--- config.mk ---
export PLATFORM = sky130hd
export DESIGN_NAME = ts_hit_recorder
export DESIGN_NICKNAME = d
export VERILOG_FILES = /design/src/rtl/tsr_pkg.sv /design/src/rtl/tsr_rst_sync.sv /design/src/rtl/tsr_edge_det.sv /design/src/rtl/tsr_cell_bank.sv /design/src/rtl/tsr_read_mux.sv /design/src/rtl/ts_hit_recorder.sv
export SDC_FILE = /design/constraint.sdc
export NUM_CORES = 1
export LEC_CHECK = 0
export ABC_AREA = 0
export BUFFER_PORTS_ARGS = -buffer_cell sky130_fd_sc_hd__buf_2
export CORE_UTILIZATION = 55
export DETAILED_ROUTE_END_ITERATION = 6
export PLACE_DENSITY = 0.88
export SLEW_MARGIN = 20
export SYNTH_ARGS = -nofsm -noshare
export SYNTH_HDL_FRONTEND = slang
export SYNTH_SLANG_ARGS = --single-unit
--- constraint.sdc ---
create_clock -name clk -period 3.2 [get_ports clk]
set_input_delay 0.64 -clock clk [delete_from_list [all_inputs] [get_ports clk]]
set_output_delay 0.64 -clock clk [all_outputs]
set_load 0.01 [all_outputs]
--- src/rtl/tsr_pkg.sv ---
package tsr_pkg;
  // Operation applied to the cell store in a given cycle, in priority order.
  typedef enum logic [1:0] {
    OP_IDLE  = 2'd0,
    OP_HIT   = 2'd1,
    OP_TEST  = 2'd2,
    OP_CLEAR = 2'd3
  } bank_op_e;
endpackage

--- src/rtl/tsr_rst_sync.sv ---
module tsr_rst_sync #(
  parameter int STAGES = 2
) (
  input  logic clk,
  input  logic rst_n,
  output logic rst_sync_n
);
  logic [STAGES-1:0] chain_q;

  always_ff @(posedge clk or negedge rst_n) begin
    if (!rst_n) chain_q <= '0;
    else        chain_q <= {chain_q[STAGES-2:0], 1'b1};
  end

  assign rst_sync_n = chain_q[STAGES-1];
endmodule

--- src/rtl/tsr_edge_det.sv ---
module tsr_edge_det (
  input  logic clk,
  input  logic rst_n,
  input  logic lvl_i,
  output logic rise_o
);
  logic prev_q;

  always_ff @(posedge clk or negedge rst_n) begin
    if (!rst_n) prev_q <= 1'b0;
    else        prev_q <= lvl_i;
  end

  assign rise_o = lvl_i & ~prev_q;

  AST_ONE_PULSE: assert property (@(posedge clk) disable iff (!rst_n)
    rise_o |=> !rise_o);
endmodule

--- src/rtl/tsr_cell_bank.sv ---
module tsr_cell_bank
  import tsr_pkg::*;
#(
  parameter int TS_W  = 14,
  parameter int CELLS = 2
) (
  input  logic                        clk,
  input  logic                        rst_n,
  input  logic                        hit_i,
  input  logic                        clear_i,
  input  logic                        test_mode_i,
  input  logic                        test_wr_i,
  input  logic [TS_W-1:0]             ts_i,
  input  logic [TS_W-1:0]             test_data_i,
  output logic [CELLS-1:0][TS_W-1:0]  cells_o,
  output logic [CELLS-1:0]            valid_o,
  output logic                        overflow_o
);
  localparam int PTR_W = $clog2(CELLS + 1);
  localparam logic [PTR_W-1:0] PTR_FULL = PTR_W'(CELLS);

  bank_op_e                    op;
  logic                        full;
  logic [PTR_W-1:0]            ptr_q, ptr_d;
  logic                        ovf_q, ovf_d;
  logic [CELLS-1:0]            valid_q, valid_d;
  logic [CELLS-1:0]            cell_we;
  logic [TS_W-1:0]             cell_wdata;
  logic [CELLS-1:0][TS_W-1:0]  cells_q;

  // Operation decode: clear beats test write beats hit.
  always_comb begin
    op = OP_IDLE;
    if (clear_i)                      op = OP_CLEAR;
    else if (test_mode_i) begin
      if (test_wr_i)                  op = OP_TEST;
    end
    else if (hit_i)                   op = OP_HIT;
  end

  assign full = (ptr_q == PTR_FULL);

  // Next-state logic.
  always_comb begin
    ptr_d      = ptr_q;
    ovf_d      = ovf_q;
    valid_d    = valid_q;
    cell_we    = '0;
    cell_wdata = ts_i;
    unique case (op)
      OP_CLEAR: begin
        ptr_d   = '0;
        ovf_d   = 1'b0;
        valid_d = '0;
      end
      OP_TEST: begin
        cell_we    = '1;
        cell_wdata = test_data_i;
        valid_d    = '1;
        ptr_d      = PTR_FULL;
      end
      OP_HIT: begin
        if (full) begin
          ovf_d = 1'b1;
        end else begin
          for (int i = 0; i < CELLS; i++) begin
            if (ptr_q == PTR_W'(i)) begin
              cell_we[i] = 1'b1;
              valid_d[i] = 1'b1;
            end
          end
          ptr_d = ptr_q + 1'b1;
        end
      end
      default: ;
    endcase
  end

  // Control registers.
  always_ff @(posedge clk or negedge rst_n) begin
    if (!rst_n) begin
      ptr_q   <= '0;
      ovf_q   <= 1'b0;
      valid_q <= '0;
    end else begin
      ptr_q   <= ptr_d;
      ovf_q   <= ovf_d;
      valid_q <= valid_d;
    end
  end

  // Stamp storage, one enabled register per cell.
  for (genvar g = 0; g < CELLS; g++) begin : g_cell
    always_ff @(posedge clk or negedge rst_n) begin
      if (!rst_n)          cells_q[g] <= '0;
      else if (cell_we[g]) cells_q[g] <= cell_wdata;
    end
  end

  assign cells_o    = cells_q;
  assign valid_o    = valid_q;
  assign overflow_o = ovf_q;

  AST_PTR_RANGE: assert property (@(posedge clk) disable iff (!rst_n)
    ptr_q <= PTR_FULL);
  AST_OVF_STICKY: assert property (@(posedge clk) disable iff (!rst_n)
    (ovf_q && !clear_i) |=> ovf_q);
  AST_FULL_HOLD: assert property (@(posedge clk) disable iff (!rst_n)
    (hit_i && full && !test_mode_i && !clear_i) |=> $stable(cells_q));
  AST_TEST_FILL: assert property (@(posedge clk) disable iff (!rst_n)
    (test_mode_i && test_wr_i && !clear_i) |=> (valid_q == '1));
  AST_TEST_NO_HIT: assert property (@(posedge clk) disable iff (!rst_n)
    (test_mode_i && !test_wr_i && !clear_i) |=> ($stable(cells_q) && $stable(ovf_q)));
endmodule

--- src/rtl/tsr_read_mux.sv ---
module tsr_read_mux #(
  parameter int TS_W  = 14,
  parameter int CELLS = 2,
  parameter int SEL_W = 1
) (
  input  logic [CELLS-1:0][TS_W-1:0] cells_i,
  input  logic [CELLS-1:0]           valid_i,
  input  logic [SEL_W-1:0]           sel_i,
  output logic [TS_W-1:0]            data_o,
  output logic                       valid_o,
  output logic                       empty_o
);
  always_comb begin
    data_o  = '0;
    valid_o = 1'b0;
    for (int i = 0; i < CELLS; i++) begin
      if (sel_i == SEL_W'(i) && valid_i[i]) begin
        data_o  = cells_i[i];
        valid_o = 1'b1;
      end
    end
  end

  assign empty_o = ~|valid_i;
endmodule

--- src/rtl/ts_hit_recorder.sv ---
module ts_hit_recorder #(
  parameter int TS_W  = 14,
  parameter int CELLS = 2,
  localparam int SEL_W = (CELLS > 1) ? $clog2(CELLS) : 1
) (
  input  logic             clk,
  input  logic             rst_n,
  input  logic             disc_i,
  input  logic [TS_W-1:0]  ts_bus_i,
  input  logic             test_mode_i,
  input  logic             test_wr_i,
  input  logic [TS_W-1:0]  test_data_i,
  input  logic [SEL_W-1:0] rd_sel_i,
  input  logic             rd_clear_i,
  output logic [TS_W-1:0]  rd_data_o,
  output logic             rd_valid_o,
  output logic             empty_o,
  output logic             overflow_o
);
  logic                       rst_sync_n;
  logic                       hit;
  logic [CELLS-1:0][TS_W-1:0] cells;
  logic [CELLS-1:0]           valid;

  tsr_rst_sync #(.STAGES(2)) u_rst (
    .clk        (clk),
    .rst_n      (rst_n),
    .rst_sync_n (rst_sync_n)
  );

  tsr_edge_det u_edge (
    .clk    (clk),
    .rst_n  (rst_sync_n),
    .lvl_i  (disc_i),
    .rise_o (hit)
  );

  tsr_cell_bank #(.TS_W(TS_W), .CELLS(CELLS)) u_bank (
    .clk         (clk),
    .rst_n       (rst_sync_n),
    .hit_i       (hit),
    .clear_i     (rd_clear_i),
    .test_mode_i (test_mode_i),
    .test_wr_i   (test_wr_i),
    .ts_i        (ts_bus_i),
    .test_data_i (test_data_i),
    .cells_o     (cells),
    .valid_o     (valid),
    .overflow_o  (overflow_o)
  );

  tsr_read_mux #(.TS_W(TS_W), .CELLS(CELLS), .SEL_W(SEL_W)) u_rd (
    .cells_i (cells),
    .valid_i (valid),
    .sel_i   (rd_sel_i),
    .data_o  (rd_data_o),
    .valid_o (rd_valid_o),
    .empty_o (empty_o)
  );

  AST_CLEAR_EMPTIES: assert property (@(posedge clk) disable iff (!rst_sync_n)
    rd_clear_i |=> (empty_o && !overflow_o));
  AST_HIT_FILLS: assert property (@(posedge clk) disable iff (!rst_sync_n)
    (hit && !test_mode_i && !rd_clear_i) |=> !empty_o);
  AST_CLEAR_NO_HIT: assert property (@(posedge clk) disable iff (!rst_sync_n)
    (hit && rd_clear_i) |=> empty_o);
endmodule

Word level (Yosys, flattened, before mapping)
Cells that the tools add are included.
{"block": "totals", "register_bits": 36, "in_bits": 35, "out_inout_bits": 17, "wordCells": 53}
{"block": "classes", "add_sub_neg": 1, "n_eq_ne": 9, "muxes": 21, "n_bitwise": 3, "n_reduce_logical": 11}
{"operator": "2-to-1 mux 14 bit", "count": 3}
{"operator": "2-to-1 mux 2 bit", "count": 6}
{"operator": "one-hot mux 2 bit (3 select lines)", "count": 2}
{"operator": "2-to-1 mux 1 bit", "count": 8}
{"operator": "== test 2 bit, second input constant", "count": 3}
{"operator": "!= test 2 x 1 -> 1 bit, second input constant", "count": 3}
{"operator": "AND reduction 3 bit", "count": 2}
{"operator": "== test 2 x 1 -> 1 bit, second input constant", "count": 2}
{"operator": "one-hot mux 2 bit (2 select lines)", "count": 1}
{"operator": "AND reduction 2 bit", "count": 2}
{"operator": "nonzero test 3 bit", "count": 1}
{"operator": "adder 2 x 1 -> 2 bit, second input constant", "count": 1}
{"operator": "logical AND 1 bit", "count": 2}
{"operator": "logical NOT 2 bit", "count": 1}
{"operator": "!= test 2 bit, second input constant", "count": 1}
{"operator": "inverter 1 bit", "count": 2}
{"operator": "one-hot mux 1 bit (2 select lines)", "count": 1}
{"operator": "nonzero test 2 bit", "count": 1}
{"operator": "OR reduction 2 bit", "count": 1}
{"operator": "bitwise AND 1 bit", "count": 1}
{"operator": "logical NOT 1 bit", "count": 1}

Longest topological paths before layout
Gate-level depths: netlist of the first run.
{"block": "depth", "depth_word": 8, "depth_mapped": 8, "depth_no_buf": 7}

Cells and area by module
From an unflattened synthesis of the first run, not the netlist that was laid out.
{"block": "hier_totals", "cells_unflattened": 135, "area_unflattened_um2": 1853.0}
{"module": "tsr_cell_bank", "n_inst": 1, "cells_each": 109, "area_per_inst_um2": 1572.8}
{"module": "tsr_read_mux", "n_inst": 1, "cells_each": 21, "area_per_inst_um2": 187.7}
{"module": "tsr_rst_sync", "n_inst": 1, "cells_each": 3, "area_per_inst_um2": 53.8}
{"module": "tsr_edge_det", "n_inst": 1, "cells_each": 2, "area_per_inst_um2": 38.8}

Worst setup path after synthesis of the first run
Ideal clock, no wire load.
{"block": "synth_timing", "path_kind": "input to register", "startpoint": "in test_mode_i", "endpoint": "reg u_bank.cells_q (netlist bit u_bank.cells_o[0])", "t_arrival_ns": 2.000, "required_ns": 3.075, "setup_slack_ns": 1.075, "stages": 8, "cell_sequence": "nor2_1 -> a21oi_1 -> inv_1 -> ha_1 -> a21o_2 -> nand2_4 -> buf_6 -> mux2_2"}
{"block": "synth_between", "elab_chain_len": 4, "word_cells_on_any_way": 6, "cone_classes": "2 x eq/ne; 4 x mux"}
{"element": "from (decl)", "line_no": "ts_hit_recorder.sv:10", "source": "input logic test_mode_i,"}
{"element": "2-to-1 mux 2 bit (*)", "line_no": "tsr_cell_bank.sv:35", "source": "else if (test_mode_i) begin"}
{"element": "2-to-1 mux 2 bit (*)", "line_no": "tsr_cell_bank.sv:34", "source": "if (clear_i) op = OP_CLEAR;"}
{"element": "== test 2 x 1 -> 1 bit / == test 2 bit (equally long branches)", "line_no": "tsr_cell_bank.sv:50", "source": "unique case (op)"}
{"element": "one-hot mux 2 bit (2 select lines) / 2-to-1 mux 14 bit (equally long branches)", "line_no": "tsr_cell_bank.sv:50"}
{"element": "to (signal, indexed assignment)", "line_no": "tsr_cell_bank.sv:96", "source": "else if (cell_we[g]) cells_q[g] <= cell_wdata;"}
{"element": "to (decl)", "line_no": "tsr_cell_bank.sv:29", "source": "logic [CELLS-1:0][TS_W-1:0] cells_q;"}
Mark *: on every way between the ends. The rest lies on a longest branch, timed or not.
A chain may end at the register's enable or synchronous reset.

Final worst setup path of the first run
{"block": "layout_timing", "startpoint": "in rd_sel_i", "endpoint": "out rd_data_o[7]"}
{"block": "layout_between", "elab_chain_len": 4, "word_cells_on_any_way": 5, "cone_classes": "2 x mux; 1 x bitwise; 2 x reduce/logical"}
{"element": "from (decl)", "line_no": "ts_hit_recorder.sv:13", "source": "input logic [SEL_W-1:0] rd_sel_i,"}
{"element": "inverter 1 bit", "line_no": "tsr_read_mux.sv:17", "source": "if (sel_i == SEL_W'(i) && valid_i[i]) begin"}
{"element": "logical AND 1 bit", "line_no": "tsr_read_mux.sv:17"}
{"element": "2-to-1 mux 14 bit", "line_no": "tsr_read_mux.sv:17"}
{"element": "2-to-1 mux 14 bit (*)", "line_no": "tsr_read_mux.sv:17"}
{"element": "to (decl)", "line_no": "ts_hit_recorder.sv:15", "source": "output logic [TS_W-1:0] rd_data_o,"}
Marks and branches as above.

==> flow_summary.ini, run 1 <==
[outcome]
status = finished, final reports clean

[clock_network]
clk_latency_ps = 320
cts_buffers = 5
cts_max_level = 2
cts.sinks = 36
root_buffer = clkbuf_4
clk_pin_slew_worst_paths_ps = 100
cts.path.max_buffers = 2
cts_setup_buffers = 0
hold_buffers = 0
ctsResizeCount = 0
cts_tree = yes

[detailed_routing]
firstDrtPassIters = 4
drc = 0
wl_per_cell_um = 14.6
antenna_left = 0
num_vias = 1226
routed_wl_um = 3420
drt_iter0_drc = 41
via_per_inst = 5.22

[placed_design]
dpl.cell_count = 228
dpl_cell_area_sq_mm = 0.00212
pre_cts_ws_ps = 596
gp_congestion = 0.738
port_buffers = 51
dpl.hpwl_um = 2550

[timing]
drv_slew = 0
setup-violations-final = 0
skew_ps = 11.3
fmax_ghz = 0.445
worst_slack_ps = 951
relSlewSlack = 0.440
rsz0062_at_grt = false
worstMarginPinSlew_ps = 840
finalCriticalPeriod_ps = 2250
hold_viol = 0
final.period_utilization = 0.703
finalSetupTns_ps = 0

[worst_setup_path]
worst_ep_required_time_ps = 2560
crit_fanout = 15
cp_data_arrival_time_ps = 1610
r2r-start = u_edge.prev_q$_DFF_PN0_
crit_start = rd_sel_i
startpoint_type = primary input
critPathCaptureType = primary output
critPathKind = in -> out

[logic_synthesis]
synth.largest_area_cell = dfrtp_1
syn_area_per_cell_sq_um = 13.4
synth_area_leaders = dfrtp_1, mux2_2, a22o_1, ha_1, buf_6
synth_warnings = 0
synth.distinct_cells = 20
syn-cell-area_sq_mm = 0.00185
synth_nets = 182
synth_cells = 138
synth-seq-cells = 36
yosys.area.top_type_share = 0.486
ys_seq_area_frac = 0.486

[cells_and_area]
syn2layout_area_growth_pct = 17.9
final_cells = 235
fin_area_sq_mm = 0.00218
fin_util = 0.698
layout-drive-gt1-share = 0.571
num_antenna_cells = 0
nets = 235

[floorplan]
die_h_um = 60.0
die_area_sq_mm = 0.00361
pin_count = 52
floorplan.rows = 20
die_x_um = 60.0
start_util = 0.592
core-area_sq_mm = 0.00313

[global_routing]
track_usage = 0.217
grt_max_degree = 22
grt_pass1_wl_um = 5590
grt_pass1_vias = 1265
overflow = 0
antenna_found_initial = 0

[run]
cap_violations = 0

[pwr]
peakVddDrop_v = 0.000341
p_leak_nw = 1.08
p_per_area_mw_per_mm2 = 599

[worst_hold_path]
hp-class = in -> async
## flip-flops by register name, summed over array words and instances, names as in the netlist
| signal | count |
|---|---|
| u_edge.prev_q | 1 |
| u_bank.cells_o | 28 |
| u_rst.chain_q | 2 |
| u_bank.valid_o | 2 |
| u_bank.overflow_o | 1 |
| u_bank.ptr_q | 2 |
## routing by layer
metal	global-route usage	up-vias	share of wire
li1	-	599	-
met1	0.259	585	0.42
met2	0.379	37	0.52
met3	0.0476	5	0.040
met4	0.0864	0	0.013
met5	0	-	0
## final timing paths
| path | endpoint | slack [ps] | cells past startpoint |
|---|---|---|---|
| min reg2reg | u_bank.cells_o[20]$_DFFE_PN0P_ | 360 | 0 |
| min in group clk | u_rst.chain_q[1]$_DFF_PN0_ | 360 | 0 |
| max | rd_data_o[7] | 950 | 4 |
| max reg2reg | u_bank.cells_o[21]$_DFFE_PN0P_ | 1040 | 5 |
| max in group asynchronous | u_bank.cells_o[24]$_DFFE_PN0P_ | 2130 | 1 |
| min | u_rst.chain_q[1]$_DFF_PN0_ | 70 | 1 |
## cells in the final DEF (no fill, tap or decap), types with 2 or more instances in the layout
cell | synthesis | final
nand3_1 | 2 | 2
buf_4 | 0 | 2
a21o_2 | 2 | 2
ha_1 | 9 | 9
mux2_2 | 42 | 42
mux2_4 | 2 | 2
a21oi_1 | 3 | 3
dfrtp_1 | 36 | 36
o21ai_0 | 6 | 6
buf_2 | 2 | 51
clkbuf_4 | 0 | 5
a22o_1 | 14 | 14
clkbuf_8 | 0 | 2
nand2_4 | 2 | 2
inv_1 | 6 | 6
nor2_1 | 2 | 2
## final cells by class
cell class / count / area (sq um)
clock buffers: 7 / 65.1
fillers: 226 / 943
inverters: 6 / 22.5
multi-input cells: 89 / 871
flip-flops and latches: 36 / 901
well taps: 44 / 55.1
repair buffers: 53 / 270
## worst max-delay path: stages
cell	delay (ps)
buf_2	80
and2_1	500
a22o_1	240
buf_2	140
## synthesized netlist by cell type (all sizes together)
library cell,count
a21o,3
a21oi,3
a22o,14
and2,1
buf,6
clkbuf,1
conb,1
dfrtp,36
ha,9
inv,6
mux2,44
nand2,2
nand3,2
nor2,2
nor2b,1
o21ai,6
or2,1
## through the flow
stage          hold slack, ps  power [W]
6_report                 74.0    0.00131
5_1_grt                  44.3    0.00140
4_1_cts                  53.7    0.00133
3_5_place_dp              340    0.00106
3_3_place_gp              338    0.00103
2_1_floorplan             331   0.000935
## power breakdown
part           switching, W  internal [W]
registers         0.0000738      0.000588
logic              0.000164      0.000221
clock network      0.000136      0.000125
total              0.000374      0.000934
## cells by family after synthesis
| family | count (synthesis) | share of synthesized area |
|---|---|---|
| other | 1 | 0.00202 |
| AND/OR/NAND/NOR | 9 | 0.0317 |
| buffers and inverters | 13 | 0.0439 |
| AO/OA/AOI/OAI | 26 | 0.104 |
| flip-flops | 36 | 0.486 |
| adder cells (fa/ha/maj) | 9 | 0.0608 |
| multiplexers | 44 | 0.271 |
Power figures use the tool's default switching activity.
==> inputs of run 2 (changes only) <==
--- a/config.mk
+++ b/config.mk
@@ -7,9 +7,9 @@
 export LEC_CHECK = 0
 export ABC_AREA = 0
 export BUFFER_PORTS_ARGS = -buffer_cell sky130_fd_sc_hd__buf_2
-export CORE_UTILIZATION = 55
+export CORE_UTILIZATION = 51
 export DETAILED_ROUTE_END_ITERATION = 6
-export PLACE_DENSITY = 0.88
+export PLACE_DENSITY = 0.82
 export SLEW_MARGIN = 20
 export SYNTH_ARGS = -nofsm -noshare
 export SYNTH_HDL_FRONTEND = slang
==> constraint.sdc (replaced) <==
create_clock -name clk -period 2.1 [get_ports clk]
set_input_delay 0.42 -clock clk [delete_from_list [all_inputs] [get_ports clk]]
set_output_delay 0.42 -clock clk [all_outputs]
set_load 0.01 [all_outputs]
==> flow_summary.ini, run 2 (synthesized netlist as in run 1, its figures left out) <==
[outcome]
status = finished, final reports clean

[cells_and_area]
largest_register_ffs = 28
num_antenna_cells = 0
layout-drive-gt1-share = 0.592
mostFrequentLayoutCells = buf_2, mux2_2, dfrtp_1
layout_commonest_cell = buf_2
fin_area_sq_mm = 0.00226
syn2layout_area_growth_pct = 21.7
nets = 239

[detailed_routing]
antenna_left = 0
firstDrtPassIters = 4
num_vias = 1274
via_per_inst = 5.26
wl_per_cell_um = 15.2
drc = 0
routed_wl_um = 3680
drt_iter0_drc = 25

[timing]
worst_slack_ps = 176
relSlewSlack = 0.552
finalCriticalPeriod_ps = 1920
setup-violations-final = 0
drv_slew = 0
fmax_ghz = 0.520
rsz0062_at_grt = false
hold_viol = 0
worstMarginPinSlew_ps = 672
final.period_utilization = 0.916
skew_ps = 8.88

[global_routing]
antenna_found_initial = 0
track_usage = 0.214
overflow = 0
grt_pass1_vias = 1335
grt_max_degree = 21
grt_pass1_wl_um = 6310

[worst_setup_path]
r2r-start = u_edge.prev_q$_DFF_PN0_
cp_data_arrival_time_ps = 1500
crit_start = u_bank.valid_o[0]$_DFFE_PN0P_
path_cells = nor2b_1 -> buf_4 -> or2_2 -> buf_2
crit_end = rd_valid_o
worst_ep_required_time_ps = 1680
critPathMaxStageDelay_ps = 400
critPathKind = reg -> out
crit_fanout = 15
rr_endpoint = u_bank.cells_o[21]$_DFFE_PN0P_
ff2ff_path_depth = 7
critPathCaptureType = primary output
crit_path_top_delay_cell = dfrtp_1
startpoint_type = register
reg2reg_slack_ps = 210

[clock_network]
clk_latency_ps = 340
cts_max_level = 2
clk_pin_slew_worst_paths_ps = 110
root_buffer = clkbuf_4
cts_buffers = 5
cts_tree = yes
cts.sinks = 36
cts.path.max_buffers = 2

[pwr]
p_leak_nw = 1.11
p_per_area_mw_per_mm2 = 933
peakVddDrop_v = 0.000547

[floorplan]
die_h_um = 62.3
core-area_sq_mm = 0.00342
floorplan.rows = 21
start_util = 0.542
die_area_sq_mm = 0.00388
die_x_um = 62.3
pin_count = 52

[placed_design]
gp_congestion = 0.722
dpl.hpwl_um = 2670
pre_cts_ws_ps = -42.9
port_buffers = 51
dpl_cell_area_sq_mm = 0.00216

[worst_hold_path]
hp-class = in -> reg
holdPathStages = 1

[run]
cap_violations = 0
run 2: cell count changes in the layout (fill, tap and decap cells not counted), sizes merged:
cell         previous run  this run
dlygate4sd3             0         1
bufinv                  0         1
buf                    53        56
clkinv                  0         1
clkbuf                  7         5
clkinvlp                0         1
run 2: layer usage:
metal / vias up / track usage / wire [um]
li1: 604 / - / -
met1: 633 / 0.248 / 1530
met3: 5 / 0.0607 / 152
met2: 32 / 0.376 / 1950
met4: 0 / 0.0756 / 50
met5: - / 0 / 0
run 2: per-stage QoR:
| step | total power, W | hold WS, ps | instances | utilization | setup TNS, ps |
|---|---|---|---|---|---|
| 5_1_grt | 0.00223 | 183 | 242 | 0.660 | 0 |
| 3_3_place_gp | 0.00158 | 206 | 233 | 0.632 | 0 |
| 2_1_floorplan | 0.00142 | 124 | 138 | - | 0 |
| 3_5_place_dp | 0.00163 | 209 | 233 | 0.632 | -737 |
| 4_1_cts | 0.00212 | 186 | 242 | 0.658 | 0 |
| 6_report | 0.00210 | 202 | 242 | 0.660 | 0 |
run 2: power breakdown:
group | switching, W | internal (W) | leakage (nW) | total (W)
Sequential | 0.000111 | 0.000895 | 0.428 | 0.00101
Clock | 0.000244 | 0.000248 | 0.0412 | 0.000492
Combinational | 0.000259 | 0.000347 | 0.643 | 0.000606
run 2: layout make-up:
class / instances / area, sq um
clock buffers: 5 / 37.5
clock inverters: 3 / 42.5
fillers: 271 / 1160
inverters: 6 / 22.5
multi-input cells: 89 / 880
flip-flops and latches: 36 / 901
well taps: 46 / 57.6
repair buffers: 57 / 315
run 2: worst max-delay path: cells and delay by family (launching register included):
family	cells	cell delay (ps)
buffers and inverters	2	330
DFF	1	400
and+or+nand+nor	2	430
run 2: how the worst min path moves through the flow:
stage | startpoint | to | slack [ps]
after CTS | disc_i | u_edge.prev_q$_DFF_PN0_ | 190
after global placement | rst_n | u_rst.chain_q[0]$_DFF_PN0_ | 210
after global routing | disc_i | u_edge.prev_q$_DFF_PN0_ | 180
final | disc_i | u_edge.prev_q$_DFF_PN0_ | 200
after floorplan | rst_n | u_rst.chain_q[0]$_DFF_PN0_ | 120
after detailed placement | rst_n | u_rst.chain_q[0]$_DFF_PN0_ | 210
run 2: what timing repair did:
| action | in CTS | in global routing |
|---|---|---|
| setup buffers | 0 | 0 |
| hold buffers | 1 | 0 |
| setup endpoints to repair | 0 | 16 |
| resized for setup | 0 | 3 |
| hold endpoints to repair | 2 | 0 |
